File: src/rtl/bta_pkg.sv
package bta_pkg;
  localparam int WORD_W    = 32;
  localparam int CORE_ID_W = 2;
  localparam int MAX_CORES = 4;
  localparam int WIN_SHIFT = 5;
  localparam int OFF_W     = 3;
  localparam int PRESC_W   = 8;

  localparam logic [1:0]       SIZE_WORD = 2'd2;
  localparam logic [OFF_W-1:0] OFF_RELOAD = 3'd0;
  localparam logic [OFF_W-1:0] OFF_COUNT  = 3'd1;
  localparam logic [OFF_W-1:0] OFF_CTRL   = 3'd2;
  localparam logic [OFF_W-1:0] OFF_STAT   = 3'd3;

  typedef struct packed {
    logic [PRESC_W-1:0] presc;
    logic               autoload;
    logic               run;
  } tmr_ctrl_t;
endpackage

File: src/rtl/bta_decode.sv
module bta_decode
  import bta_pkg::*;
#(
  parameter int N_CORES = 4,
  parameter int ADDR_W  = 8
) (
  input  logic [ADDR_W-1:0]    req_addr,
  input  logic [1:0]           req_size,
  input  logic [CORE_ID_W-1:0] req_core,
  output logic [N_CORES-1:0]   sel,
  output logic [OFF_W-1:0]     off,
  output logic                 err
);
  localparam int WIN_W = ADDR_W - WIN_SHIFT;

  logic [WIN_W-1:0] win;
  logic             alias_hit;
  logic             bad_fmt;
  logic             bad_core;

  assign win       = req_addr[ADDR_W-1:WIN_SHIFT];
  assign off       = req_addr[WIN_SHIFT-1:2];
  assign alias_hit = (win == '0);
  assign bad_fmt   = (req_size != SIZE_WORD) || (req_addr[1:0] != 2'b00);
  assign bad_core  = alias_hit && (int'(req_core) >= N_CORES);
  assign err       = bad_fmt || bad_core;

  always_comb begin
    sel = '0;
    for (int k = 0; k < N_CORES; k++) begin
      if (!err) begin
        if (alias_hit && (req_core == CORE_ID_W'(k)))
          sel[k] = 1'b1;
        else if (win == WIN_W'(k + 1))
          sel[k] = 1'b1;
      end
    end
  end
endmodule

File: src/rtl/bta_timer.sv
module bta_timer
  import bta_pkg::*;
(
  input  logic              clk,
  input  logic              rst_n,
  input  logic              wr_en,
  input  logic [OFF_W-1:0]  off,
  input  logic [WORD_W-1:0] wdata,
  output logic [WORD_W-1:0] rdata,
  output logic              irq
);
  tmr_ctrl_t          ctrl_q;
  logic [WORD_W-1:0]  reload_q;
  logic [WORD_W-1:0]  count_q;
  logic [PRESC_W-1:0] pre_q;
  logic               flag_q;

  logic wr_reload, wr_count, wr_ctrl, wr_stat;
  logic start, running, step, expire;

  assign wr_reload = wr_en && (off == OFF_RELOAD);
  assign wr_count  = wr_en && (off == OFF_COUNT);
  assign wr_ctrl   = wr_en && (off == OFF_CTRL);
  assign wr_stat   = wr_en && (off == OFF_STAT);

  assign start   = wr_ctrl && !ctrl_q.run && wdata[0];
  assign running = ctrl_q.run && (count_q != '0);
  assign step    = running && (pre_q >= ctrl_q.presc);
  // a direct count write overrides the tick that would have expired
  assign expire  = step && (count_q == WORD_W'(1)) && !wr_reload && !wr_count;

  always_ff @(posedge clk) begin
    if (!rst_n) begin
      ctrl_q   <= '0;
      reload_q <= '0;
      count_q  <= '0;
      pre_q    <= '0;
      flag_q   <= 1'b0;
    end else begin
      if (wr_reload) reload_q <= wdata;
      if (wr_ctrl) begin
        ctrl_q.presc    <= wdata[15:8];
        ctrl_q.autoload <= wdata[1];
        ctrl_q.run      <= wdata[0];
      end

      if (wr_reload || wr_count) begin
        count_q <= wdata;
        pre_q   <= '0;
      end else if (start) begin
        pre_q <= '0;
        if ((count_q == '0) && wdata[1]) count_q <= reload_q;
      end else if (step) begin
        pre_q <= '0;
        if (count_q == WORD_W'(1))
          count_q <= ctrl_q.autoload ? reload_q : '0;
        else
          count_q <= count_q - WORD_W'(1);
      end else if (running) begin
        pre_q <= pre_q + PRESC_W'(1);
      end

      // expiry takes precedence over a clear landing on the same edge
      if (expire)                   flag_q <= 1'b1;
      else if (wr_stat && wdata[0]) flag_q <= 1'b0;
    end
  end

  always_comb begin
    case (off)
      OFF_RELOAD: rdata = reload_q;
      OFF_COUNT:  rdata = count_q;
      OFF_CTRL:   rdata = {16'h0, ctrl_q.presc, 6'h0, ctrl_q.autoload, ctrl_q.run};
      OFF_STAT:   rdata = {31'h0, flag_q};
      default:    rdata = '0;
    endcase
  end

  assign irq = flag_q;
endmodule

File: src/rtl/bta_rsp.sv
module bta_rsp
  import bta_pkg::*;
#(
  parameter int N_CORES = 4
) (
  input  logic              clk,
  input  logic              rst_n,
  input  logic              fire,
  input  logic              err,
  input  logic [N_CORES-1:0] sel,
  input  logic [WORD_W-1:0] tmr_rdata [N_CORES],
  output logic              rsp_valid,
  output logic [WORD_W-1:0] rsp_rdata,
  output logic              rsp_err
);
  logic [WORD_W-1:0] picked;

  always_comb begin
    picked = '0;
    for (int k = 0; k < N_CORES; k++)
      picked = picked | (tmr_rdata[k] & {WORD_W{sel[k]}});
  end

  always_ff @(posedge clk) begin
    if (!rst_n) begin
      rsp_valid <= 1'b0;
      rsp_rdata <= '0;
      rsp_err   <= 1'b0;
    end else begin
      rsp_valid <= fire;
      rsp_err   <= fire && err;
      rsp_rdata <= fire ? picked : '0;
    end
  end
endmodule

File: src/rtl/banked_timer_array.sv
module banked_timer_array
  import bta_pkg::*;
#(
  parameter int N_CORES = 4,
  parameter int ADDR_W  = 8
) (
  input  logic                 clk,
  input  logic                 rst_n,
  input  logic                 req_valid,
  output logic                 req_ready,
  input  logic                 req_write,
  input  logic [ADDR_W-1:0]    req_addr,
  input  logic [1:0]           req_size,
  input  logic [CORE_ID_W-1:0] req_core,
  input  logic [WORD_W-1:0]    req_wdata,
  output logic                 rsp_valid,
  output logic [WORD_W-1:0]    rsp_rdata,
  output logic                 rsp_err,
  output logic [N_CORES-1:0]   irq
);
  if (N_CORES < 1 || N_CORES > MAX_CORES) begin : g_bad_cores
    $error("banked_timer_array: N_CORES must lie in 1..4");
  end
  if ((1 << (ADDR_W - WIN_SHIFT)) < N_CORES + 1) begin : g_bad_addr
    $error("banked_timer_array: ADDR_W too small for the window count");
  end

  logic               ready_q;
  logic               fire;
  logic               err;
  logic [N_CORES-1:0] sel;
  logic [N_CORES-1:0] wr_sel;
  logic [OFF_W-1:0]   off;
  logic [WORD_W-1:0]  tmr_rdata [N_CORES];

  always_ff @(posedge clk) begin
    if (!rst_n) ready_q <= 1'b0;
    else        ready_q <= 1'b1;
  end

  assign req_ready = ready_q;
  assign fire      = req_valid && ready_q;
  assign wr_sel    = sel & {N_CORES{fire && req_write}};

  bta_decode #(.N_CORES(N_CORES), .ADDR_W(ADDR_W)) u_decode (
    .req_addr (req_addr),
    .req_size (req_size),
    .req_core (req_core),
    .sel      (sel),
    .off      (off),
    .err      (err)
  );

  for (genvar k = 0; k < N_CORES; k++) begin : g_core
    bta_timer u_timer (
      .clk   (clk),
      .rst_n (rst_n),
      .wr_en (wr_sel[k]),
      .off   (off),
      .wdata (req_wdata),
      .rdata (tmr_rdata[k]),
      .irq   (irq[k])
    );
  end

  bta_rsp #(.N_CORES(N_CORES)) u_rsp (
    .clk       (clk),
    .rst_n     (rst_n),
    .fire      (fire),
    .err       (err),
    .sel       (sel),
    .tmr_rdata (tmr_rdata),
    .rsp_valid (rsp_valid),
    .rsp_rdata (rsp_rdata),
    .rsp_err   (rsp_err)
  );
endmodule

File: config.mk
export PLATFORM = sky130hd
export DESIGN_NAME = banked_timer_array
export DESIGN_NICKNAME = d
export VERILOG_FILES = /design/src/rtl/bta_pkg.sv /design/src/rtl/bta_decode.sv /design/src/rtl/bta_timer.sv /design/src/rtl/bta_rsp.sv /design/src/rtl/banked_timer_array.sv
export SDC_FILE = /design/constraint.sdc
export NUM_CORES = 1
export LEC_CHECK = 0
export ABC_AREA = 0
export CORE_AREA = 2 2 199 201
export DETAILED_ROUTE_END_ITERATION = 16
export DIE_AREA = 0 0 201 203
export DONT_BUFFER_PORTS = 1
export PLACE_DENSITY = 0.69
export SETUP_SLACK_MARGIN = 0.3
export SLEW_MARGIN = 40
export SYNTH_ARGS = -nofsm -noshare
export SYNTH_HDL_FRONTEND = slang
export SYNTH_SLANG_ARGS = --single-unit
File: constraint.sdc
create_clock -name clk -period 3.1 [get_ports clk]
set_input_delay 0.62 -clock clk [delete_from_list [all_inputs] [get_ports clk]]
set_output_delay 0.62 -clock clk [all_outputs]
set_load 0.01 [all_outputs]
==> flow_summary.json, run 1 <==
{
  "powerDensity_nw_per_um2": 422,
  "synth_ff_type": "dfxtp_1",
  "cts_buffers": 42,
  "fin_tns_setup_ns": 0,
  "ff2ff_setup_slack_ns": 0.29,
  "synth_compound_area_share_pct": 23.5,
  "report.final.slew_viol_count": 0,
  "p_leak_uw": 0.00893,
  "relSlewSlack_pct": 45.1,
  "path_cells": "or4_4, or4_4, nor4_4, nor3b_2, a311o_1, buf_4, buf_4, o211ai_1, o21ai_0",
  "grt_overflow": 0,
  "path_max_fanout": 7,
  "rr_startpoint": "g_core[1].u_timer.count_q[9]",
  "worst_pin_slew_ns": 0.822,
  "cts-root-buf": "clkbuf_16",
  "synth-simple-area-share_pct": 23.1,
  "viasPerCell": 6.68,
  "clock_latency_ns": 0.59,
  "core_sq_um": 38500,
  "synth_edf_count": 0,
  "cts_hold_repair.buffers": 0,
  "drt_first_pass_iters": 7,
  "synthCells": 2743,
  "async_flop_share_pct": 0,
  "cp_slowest_stage_delay_ns": 0.58,
  "cts_tree": "done",
  "antenna_found_initial": 0,
  "gp_congestion": 0.981,
  "vias": 22000,
  "ir_drop_mv": 0.416,
  "die_x_microns": 201,
  "die_y_microns": 203,
  "dieArea_sq_um": 40800,
  "critical_path_class": "reg2reg",
  "end_kind": "flop",
  "synthXorXnorAreaFrac_pct": 3.97,
  "stdcell_area_sq_um": 24300,
  "start_util_pct": 54.4,
  "synthMuxAreaShare_pct": 6.41,
  "drt-total-wl_mm": 81.7,
  "yosysWarningCount": 0,
  "holdPathStages": 0,
  "grt_max_degree": 156,
  "antennaDiodeCount": 0,
  "portBuffers": 0,
  "synth_fa_ha_area_share_pct": 2.63,
  "nets": 2830,
  "syn_nets": 2835,
  "synth_area_per_cell_sq_um": 7.63,
  "drive_above_1_share_pct": 13.1,
  "synth-seq-area-share_pct": 35.1,
  "fin_crit_sh_pct": 90.7,
  "area_growth_pct": 16.1,
  "slowest_stage": "or4_4",
  "layout_commonest_cell": "nand2_1",
  "wl_per_cell_microns": 24.9,
  "layout_common_cells": "nand2_1 (393), dfxtp_1 (361), nor2_1 (239)",
  "crit_arrival_ns": 3.26,
  "setup_violations": 0,
  "r2r_end": "g_core[1].u_timer.count_q[10]",
  "synth_top_cell_by_area": "dfxtp_1",
  "finalHoldWorstSlack_ns": 0.0772,
  "synth_top_family_by_area": "compound AO/OA/AOI/OAI gates",
  "place_area_sq_um": 22200,
  "grt_pass1_vias": 20500,
  "ys_types": 72,
  "rsz0062_at_grt": "yes",
  "place_hpwl_mm": 56.4,
  "synth-seq-cells": 367,
  "worst-r2r-cell-count": 9,
  "drc": 0,
  "ant_nets": 0,
  "clock_path_buffers": 3,
  "clk_transition_reported_paths_ns": 0.06,
  "drv_cap": 0,
  "cp.required_ns": 3.55,
  "yosysTopAreaCellShare_pct": 35.1,
  "min_to": "req_ready",
  "fin_worst_skew_ns": 0.0189,
  "rows": 72,
  "fmax_mhz": 356,
  "grt_pass1_wl_mm": 124,
  "ios": 87,
  "synthTopCellsByArea": "dfxtp_1 (35%), nand2_1 (7.1%), mux2i_1 (6.0%), a21oi_1 (5.4%), nor2_1 (4.4%)",
  "drt-initial-drc-count": 2700,
  "clock_sinks": 367,
  "hold_class": "in2reg",
  "status": "complete, no violations",
  "final.min_clock_period_ns": 2.81,
  "hold_violations": 0,
  "critPathLaunchType": "flop",
  "min_from": "rst_n",
  "synth_area_sq_um": 20900,
  "grt_usage_pct": 39.1,
  "h-tree-depth": 2
}
logic make-up (layout without fill, tap and decap cells):
kind of cell | count (synthesis) | count (layout)
xor+xnor | 95 | 95
fa+ha+maj | 44 | 44
compound gates | 785 | 785
buf+inv | 283 | 309
flops | 367 | 367
simple gates | 1040 | 1041
mux | 129 | 129
state kept, by name, indices dropped and copies added, names as in the netlist:
signal,count
g_core.u_timer.irq,4
req_ready,1
u_rsp.rsp_rdata,32
g_core.u_timer.count_q,128
u_rsp.rsp_err,1
g_core.u_timer.reload_q,128
g_core.u_timer.ctrl_q,40
u_rsp.rsp_valid,1
g_core.u_timer.pre_q,32
cells in the mapped netlist, types with 7 or more instances:
| library cell | number |
|---|---|
| mux2i_1 | 125 |
| a21oi_1 | 227 |
| a221oi_1 | 8 |
| a31oi_1 | 21 |
| nand3_1 | 105 |
| o2bb2ai_1 | 18 |
| nor3b_1 | 7 |
| and2_1 | 11 |
| o21ai_1 | 12 |
| or3_1 | 26 |
| buf_1 | 14 |
| a22oi_1 | 80 |
| xor2_1 | 44 |
| clkbuf_1 | 185 |
| nor2_1 | 248 |
| o211ai_1 | 44 |
| nor3_1 | 61 |
| nand2_1 | 394 |
| o22ai_1 | 55 |
| o221ai_1 | 8 |
| nor4_1 | 55 |
| a22o_1 | 11 |
| ha_1 | 44 |
| o311ai_0 | 10 |
| xnor2_1 | 51 |
| and3_1 | 12 |
| buf_4 | 9 |
| a211oi_1 | 37 |
| o31ai_1 | 9 |
| dfxtp_1 | 367 |
| or2_2 | 12 |
| buf_2 | 24 |
| nand2b_1 | 10 |
| o21a_1 | 13 |
| inv_1 | 49 |
| or4_1 | 21 |
| o21ai_0 | 180 |
| nand4_1 | 46 |
| a21o_1 | 12 |
cell type report:
class / count / area (sq um)
Clock buffer: 55 / 1220
Inverter: 49 / 189
Fill cell: 3484 / 14200
Timing Repair Buffer: 184 / 1790
Sequential cell: 367 / 7360
Multi-Input combinational cell: 2094 / 12900
Tap cell: 518 / 648
Clock inverter: 21 / 221
per-layer routing:
layer | share of wire (%) | track usage (%) | routed length [microns] | vias up
met3 | 10 | 7.38 | 8180 | 265
met4 | 6.1 | 22.6 | 4990 | 0
met5 | 0 | 0 | 0 | -
met1 | 41 | 52.9 | 33800 | 10500
met2 | 43 | 58.4 | 34700 | 1275
li1 | - | - | - | 9950
critical path: cells and delay by family (launching register included):
| kind | cells | cell delay, ns |
|---|---|---|
| AOI/OAI and AO/OA | 3 | 0.54 |
| buffers and inverters | 2 | 0.31 |
| DFF | 1 | 0.31 |
| and+or+nand+nor | 4 | 1.50 |
repair_timing:
item,in CTS,in global routing
cloned,4,3
gates resized for setup,37,42
setup buffers,15,6
endpoints found under the setup margin,87,102
pin swaps,16,16
report_power, final:
part | internal (uW) | switching [uW] | total (uW)
registers | 4720 | 3.32 | 4720
logic | 83.0 | 171 | 254
clock network | 3120 | 2170 | 5290
total | 7920 | 2340 | 10300
worst max path at each step:
| stage | cells after the start | to | slack [ns] | from |
|---|---|---|---|---|
| final | 9 | g_core[1].u_timer.count_q[10] | 0.29 | g_core[1].u_timer.count_q[9] |
| after global routing | 9 | g_core[1].u_timer.count_q[8] | 0.25 | g_core[1].u_timer.count_q[9] |
| after CTS | 8 | g_core[1].u_timer.count_q[18] | 0.22 | g_core[1].u_timer.count_q[11] |
| after detailed placement | 10 | g_core[0].u_timer.count_q[24] | 0.09 | req_addr[2] |
| after global placement | 10 | g_core[2].u_timer.count_q[6] | 0.16 | req_size[0] |
| after floorplan | 10 | g_core[1].u_timer.count_q[19] | 0.30 | g_core[1].u_timer.count_q[9] |
through the flow:
stage	total power [uW]	worst slack, ns	instances	utilization (%)
floorplan	5070	0.301	2743	-
global placement	5060	0.162	3184	57.7
CTS	10300	0.220	3279	62.4
detailed placement	5070	0.0882	3184	57.7
global route	10500	0.248	3288	63.2
finish	10300	0.288	3288	63.2
Power figures use the tool's default switching activity.
==> inputs of run 2 (changes only) <==
--- a/config.mk
+++ b/config.mk
@@ -6,13 +6,14 @@
 export NUM_CORES = 1
 export LEC_CHECK = 0
 export ABC_AREA = 0
-export CORE_AREA = 2 2 199 201
+export CORE_AREA = 2 2 172 241
 export DETAILED_ROUTE_END_ITERATION = 16
-export DIE_AREA = 0 0 201 203
+export DIE_AREA = 0 0 174 243
 export DONT_BUFFER_PORTS = 1
 export PLACE_DENSITY = 0.69
 export SETUP_SLACK_MARGIN = 0.3
 export SLEW_MARGIN = 40
 export SYNTH_ARGS = -nofsm -noshare
 export SYNTH_HDL_FRONTEND = slang
+export SYNTH_HIERARCHICAL = 1
 export SYNTH_SLANG_ARGS = --single-unit
==> run 2 against run 1 <==
Sequential power hardly changed; hold slack better by 0.078 ns; critical path type is now in2reg; sequential cell count stayed put; first-iteration DRC count is 3.6% higher.
==> flow_summary.json, run 2 <==
{
  "path_depth": 11,
  "fin_tns_setup_ns": 0,
  "fill_cells": 3594,
  "fin_crit_sh_pct": 89.8,
  "ios": 87,
  "critical_path_class": "in2reg",
  "h-tree-depth": 2,
  "grt_pass1_vias": 21300,
  "synth_area_sq_um": 21800,
  "portBuffers": 0,
  "synth.most_common_cell": "nand2_1",
  "rows": 87,
  "worst-r2r-cell-count": 9,
  "clock_latency_ns": 0.58,
  "synth_common_cells": "nand2_1 (457), dfxtp_1 (367), a21boi_0 (201)",
  "grt_overflow": 0,
  "drt-total-wl_mm": 84.1,
  "ff_latch_area_sq_um": 7350,
  "slowest_stage": "or4b_4",
  "cp_top_family": "simple AND/OR/NAND/NOR gates",
  "powerDensity_nw_per_um2": 399,
  "cts_buffers": 40,
  "layout_common_cells": "nand2_1 (454), dfxtp_1 (367), a21boi_0 (200)",
  "grt_usage_pct": 37.9,
  "synth_compound_area_share_pct": 29.0,
  "ir_drop_mv": 0.427,
  "ys_types": 91,
  "wl_per_cell_microns": 25.1,
  "nets": 2875,
  "synth_edf_count": 0,
  "status": "complete, no violations",
  "setup_violations": 0,
  "path_cells": "or4b_4, a211oi_4, and4_4, nor2b_4, and2_4, and3_4, and4_4, or2_4, buf_4, a21boi_0, o221a_2",
  "die_x_microns": 174,
  "synth_area_per_cell_sq_um": 7.88,
  "hold_violations": 0,
  "gp_congestion": 0.985,
  "end_kind": "flop",
  "fin_worst_skew_ns": 0.0338,
  "hold_class": "in2reg",
  "drive_above_1_share_pct": 12.8,
  "antenna_found_initial": 3,
  "drc": 0,
  "path_max_fanout": 6,
  "drv_cap": 0,
  "worst_pin_slew_ns": 0.764,
  "grt_max_degree": 271,
  "synth_top_cell_by_area": "dfxtp_1",
  "relSlewSlack_pct": 49.1,
  "synth_ff_type": "dfxtp_1",
  "viasPerCell": 6.73,
  "multiInputGateArea_sq_um": 13800,
  "place_area_sq_um": 23200,
  "cp_slowest_stage_delay_ns": 0.63,
  "place_hpwl_mm": 56.7,
  "synthXorXnorAreaFrac_pct": 3.41,
  "dieArea_sq_um": 42300,
  "fmax_mhz": 359,
  "area_growth_pct": 14.4,
  "die_y_microns": 243,
  "clk_transition_reported_paths_ns": 0.06,
  "rsz0062_at_grt": "yes",
  "cts_hold_repair.buffers": 0,
  "report.final.slew_viol_count": 0,
  "synthTopCellsByArea": "dfxtp_1 (34%), nand2_1 (7.9%), a21boi_0 (6.9%), o21ai_0 (3.7%), a22o_1 (3.7%)",
  "grt_pass1_wl_mm": 125,
  "layout_commonest_cell": "nand2_1",
  "crit_arrival_ns": 3.24,
  "yosysTopAreaCellShare_pct": 33.7,
  "clock_path_buffers": 3,
  "synthMuxAreaShare_pct": 2.46,
  "p_leak_uw": 0.00874,
  "cts-root-buf": "clkbuf_16",
  "drt_first_pass_iters": 9,
  "synth_fa_ha_area_share_pct": 2.52,
  "critPathLaunchType": "input port",
  "cp.required_ns": 3.56,
  "clock_sinks": 367,
  "yosysWarningCount": 6,
  "synthCells": 2772,
  "vias": 22500,
  "synth_top_family_by_area": "compound AO/OA/AOI/OAI gates",
  "ant_nets": 0,
  "stdcell_area_sq_um": 25000,
  "worst-path-buf-inv": 1,
  "reg_top3": "g_core.u_timer/count_q (128), g_core.u_timer/reload_q (128), g_core.u_timer/ctrl_q (40)",
  "cpMostUsedCell": "and4_4",
  "core_sq_um": 40100,
  "final.min_clock_period_ns": 2.78,
  "synth-seq-cells": 367,
  "start_util_pct": 54.5,
  "synth-simple-area-share_pct": 23.5,
  "syn_nets": 2864,
  "async_flop_share_pct": 0,
  "cts_tree": "done",
  "holdPathStages": 2,
  "drt-initial-drc-count": 2797,
  "synth-seq-area-share_pct": 33.7,
  "finalHoldWorstSlack_ns": 0.155
}
## run 2: cell types whose count changed in the layout (fill, tap and decap cells not counted), sizes merged, moves of 55 or more
cell    before  now
a22o        11   91
a21boi       1  202
nand2      394  457
a21oi      227  110
o22ai       55    0
mux2i      125   41
nor2       248  189
## run 2: power by group
part / total, uW / switching, uW / internal (uW)
Sequential: 4720 / 4.48 / 4720
Combinational: 218 / 116 / 102
Clock: 5020 / 2110 / 2910
Total: 9960 / 2230 / 7730
## run 2: path summary, 6_finish.rpt
check	from	to	slack, ns
worst min register to register	g_core[1].u_timer/reload_q[17]	g_core[1].u_timer/reload_q[17]	0.48
worst max-delay path	req_addr[0]	g_core[2].u_timer/count_q[22]	0.32
worst min-delay path	req_wdata[19]	g_core[3].u_timer/count_q[19]	0.16
worst max register to register	g_core[1].u_timer/count_q[0]	g_core[1].u_timer/count_q[0]	0.40
## run 2: what timing repair did
action | in CTS | in global routing
gates resized for setup | 6 | 45
buffers inserted | 0 | 20
pin swaps | 1 | 11
endpoints found under the setup margin | 27 | 133
cloned | 0 | 6
## run 2: worst register-to-register path, stage by stage, from the launching register on
cell and delay (ns):
dfxtp_1 0.37, inv_1 0.11, ha_2 0.22, nor3b_4 0.32, nand3b_4 0.17, nor4_4 0.36
buf_4 0.17, mux2_2 0.46, a221oi_1 0.29, o21ai_1 0.11
## run 2: layout make-up
cell class                 instances  share of cell area, %
sequential                       367                   29.4
timing repair buffer             180                   6.62
clock inverter                    17                  0.817
clock buffer                      54                   4.55
antenna                            3                 0.0301
inverter                          49                  0.737
tap                              534                   2.68
multi-input combinational       2145                   55.1
## run 2: cells by family after synthesis
group | after synthesis
AOI/OAI and AO/OA | 915
adders and majority gates | 44
muxes | 47
and+or+nand+nor | 1050
buffers and inverters | 264
xor gates and xnor gates | 85
DFF | 367
## run 2: layer usage
layer	vias up	wire, microns	GRT usage (%)
met4	0	7020	26.7
met1	10800	30900	45.6
met3	330	8050	7.25
met2	1260	38100	60.9
li1	10200	-	-
met5	-	0	0
## run 2: metrics by stage
stage / instances / utilization (%) / power, uW / worst slack, ns
final: 3349 / 62.3 / 9960 / 0.317
after global routing: 3346 / 62.3 / 10200 / 0.210
after CTS: 3320 / 61.2 / 9970 / 0.312
after detailed placement: 3249 / 57.8 / 5030 / -0.317
after global placement: 3249 / 57.8 / 5030 / -0.283
after floorplan: 2772 / - / 5050 / -0.284
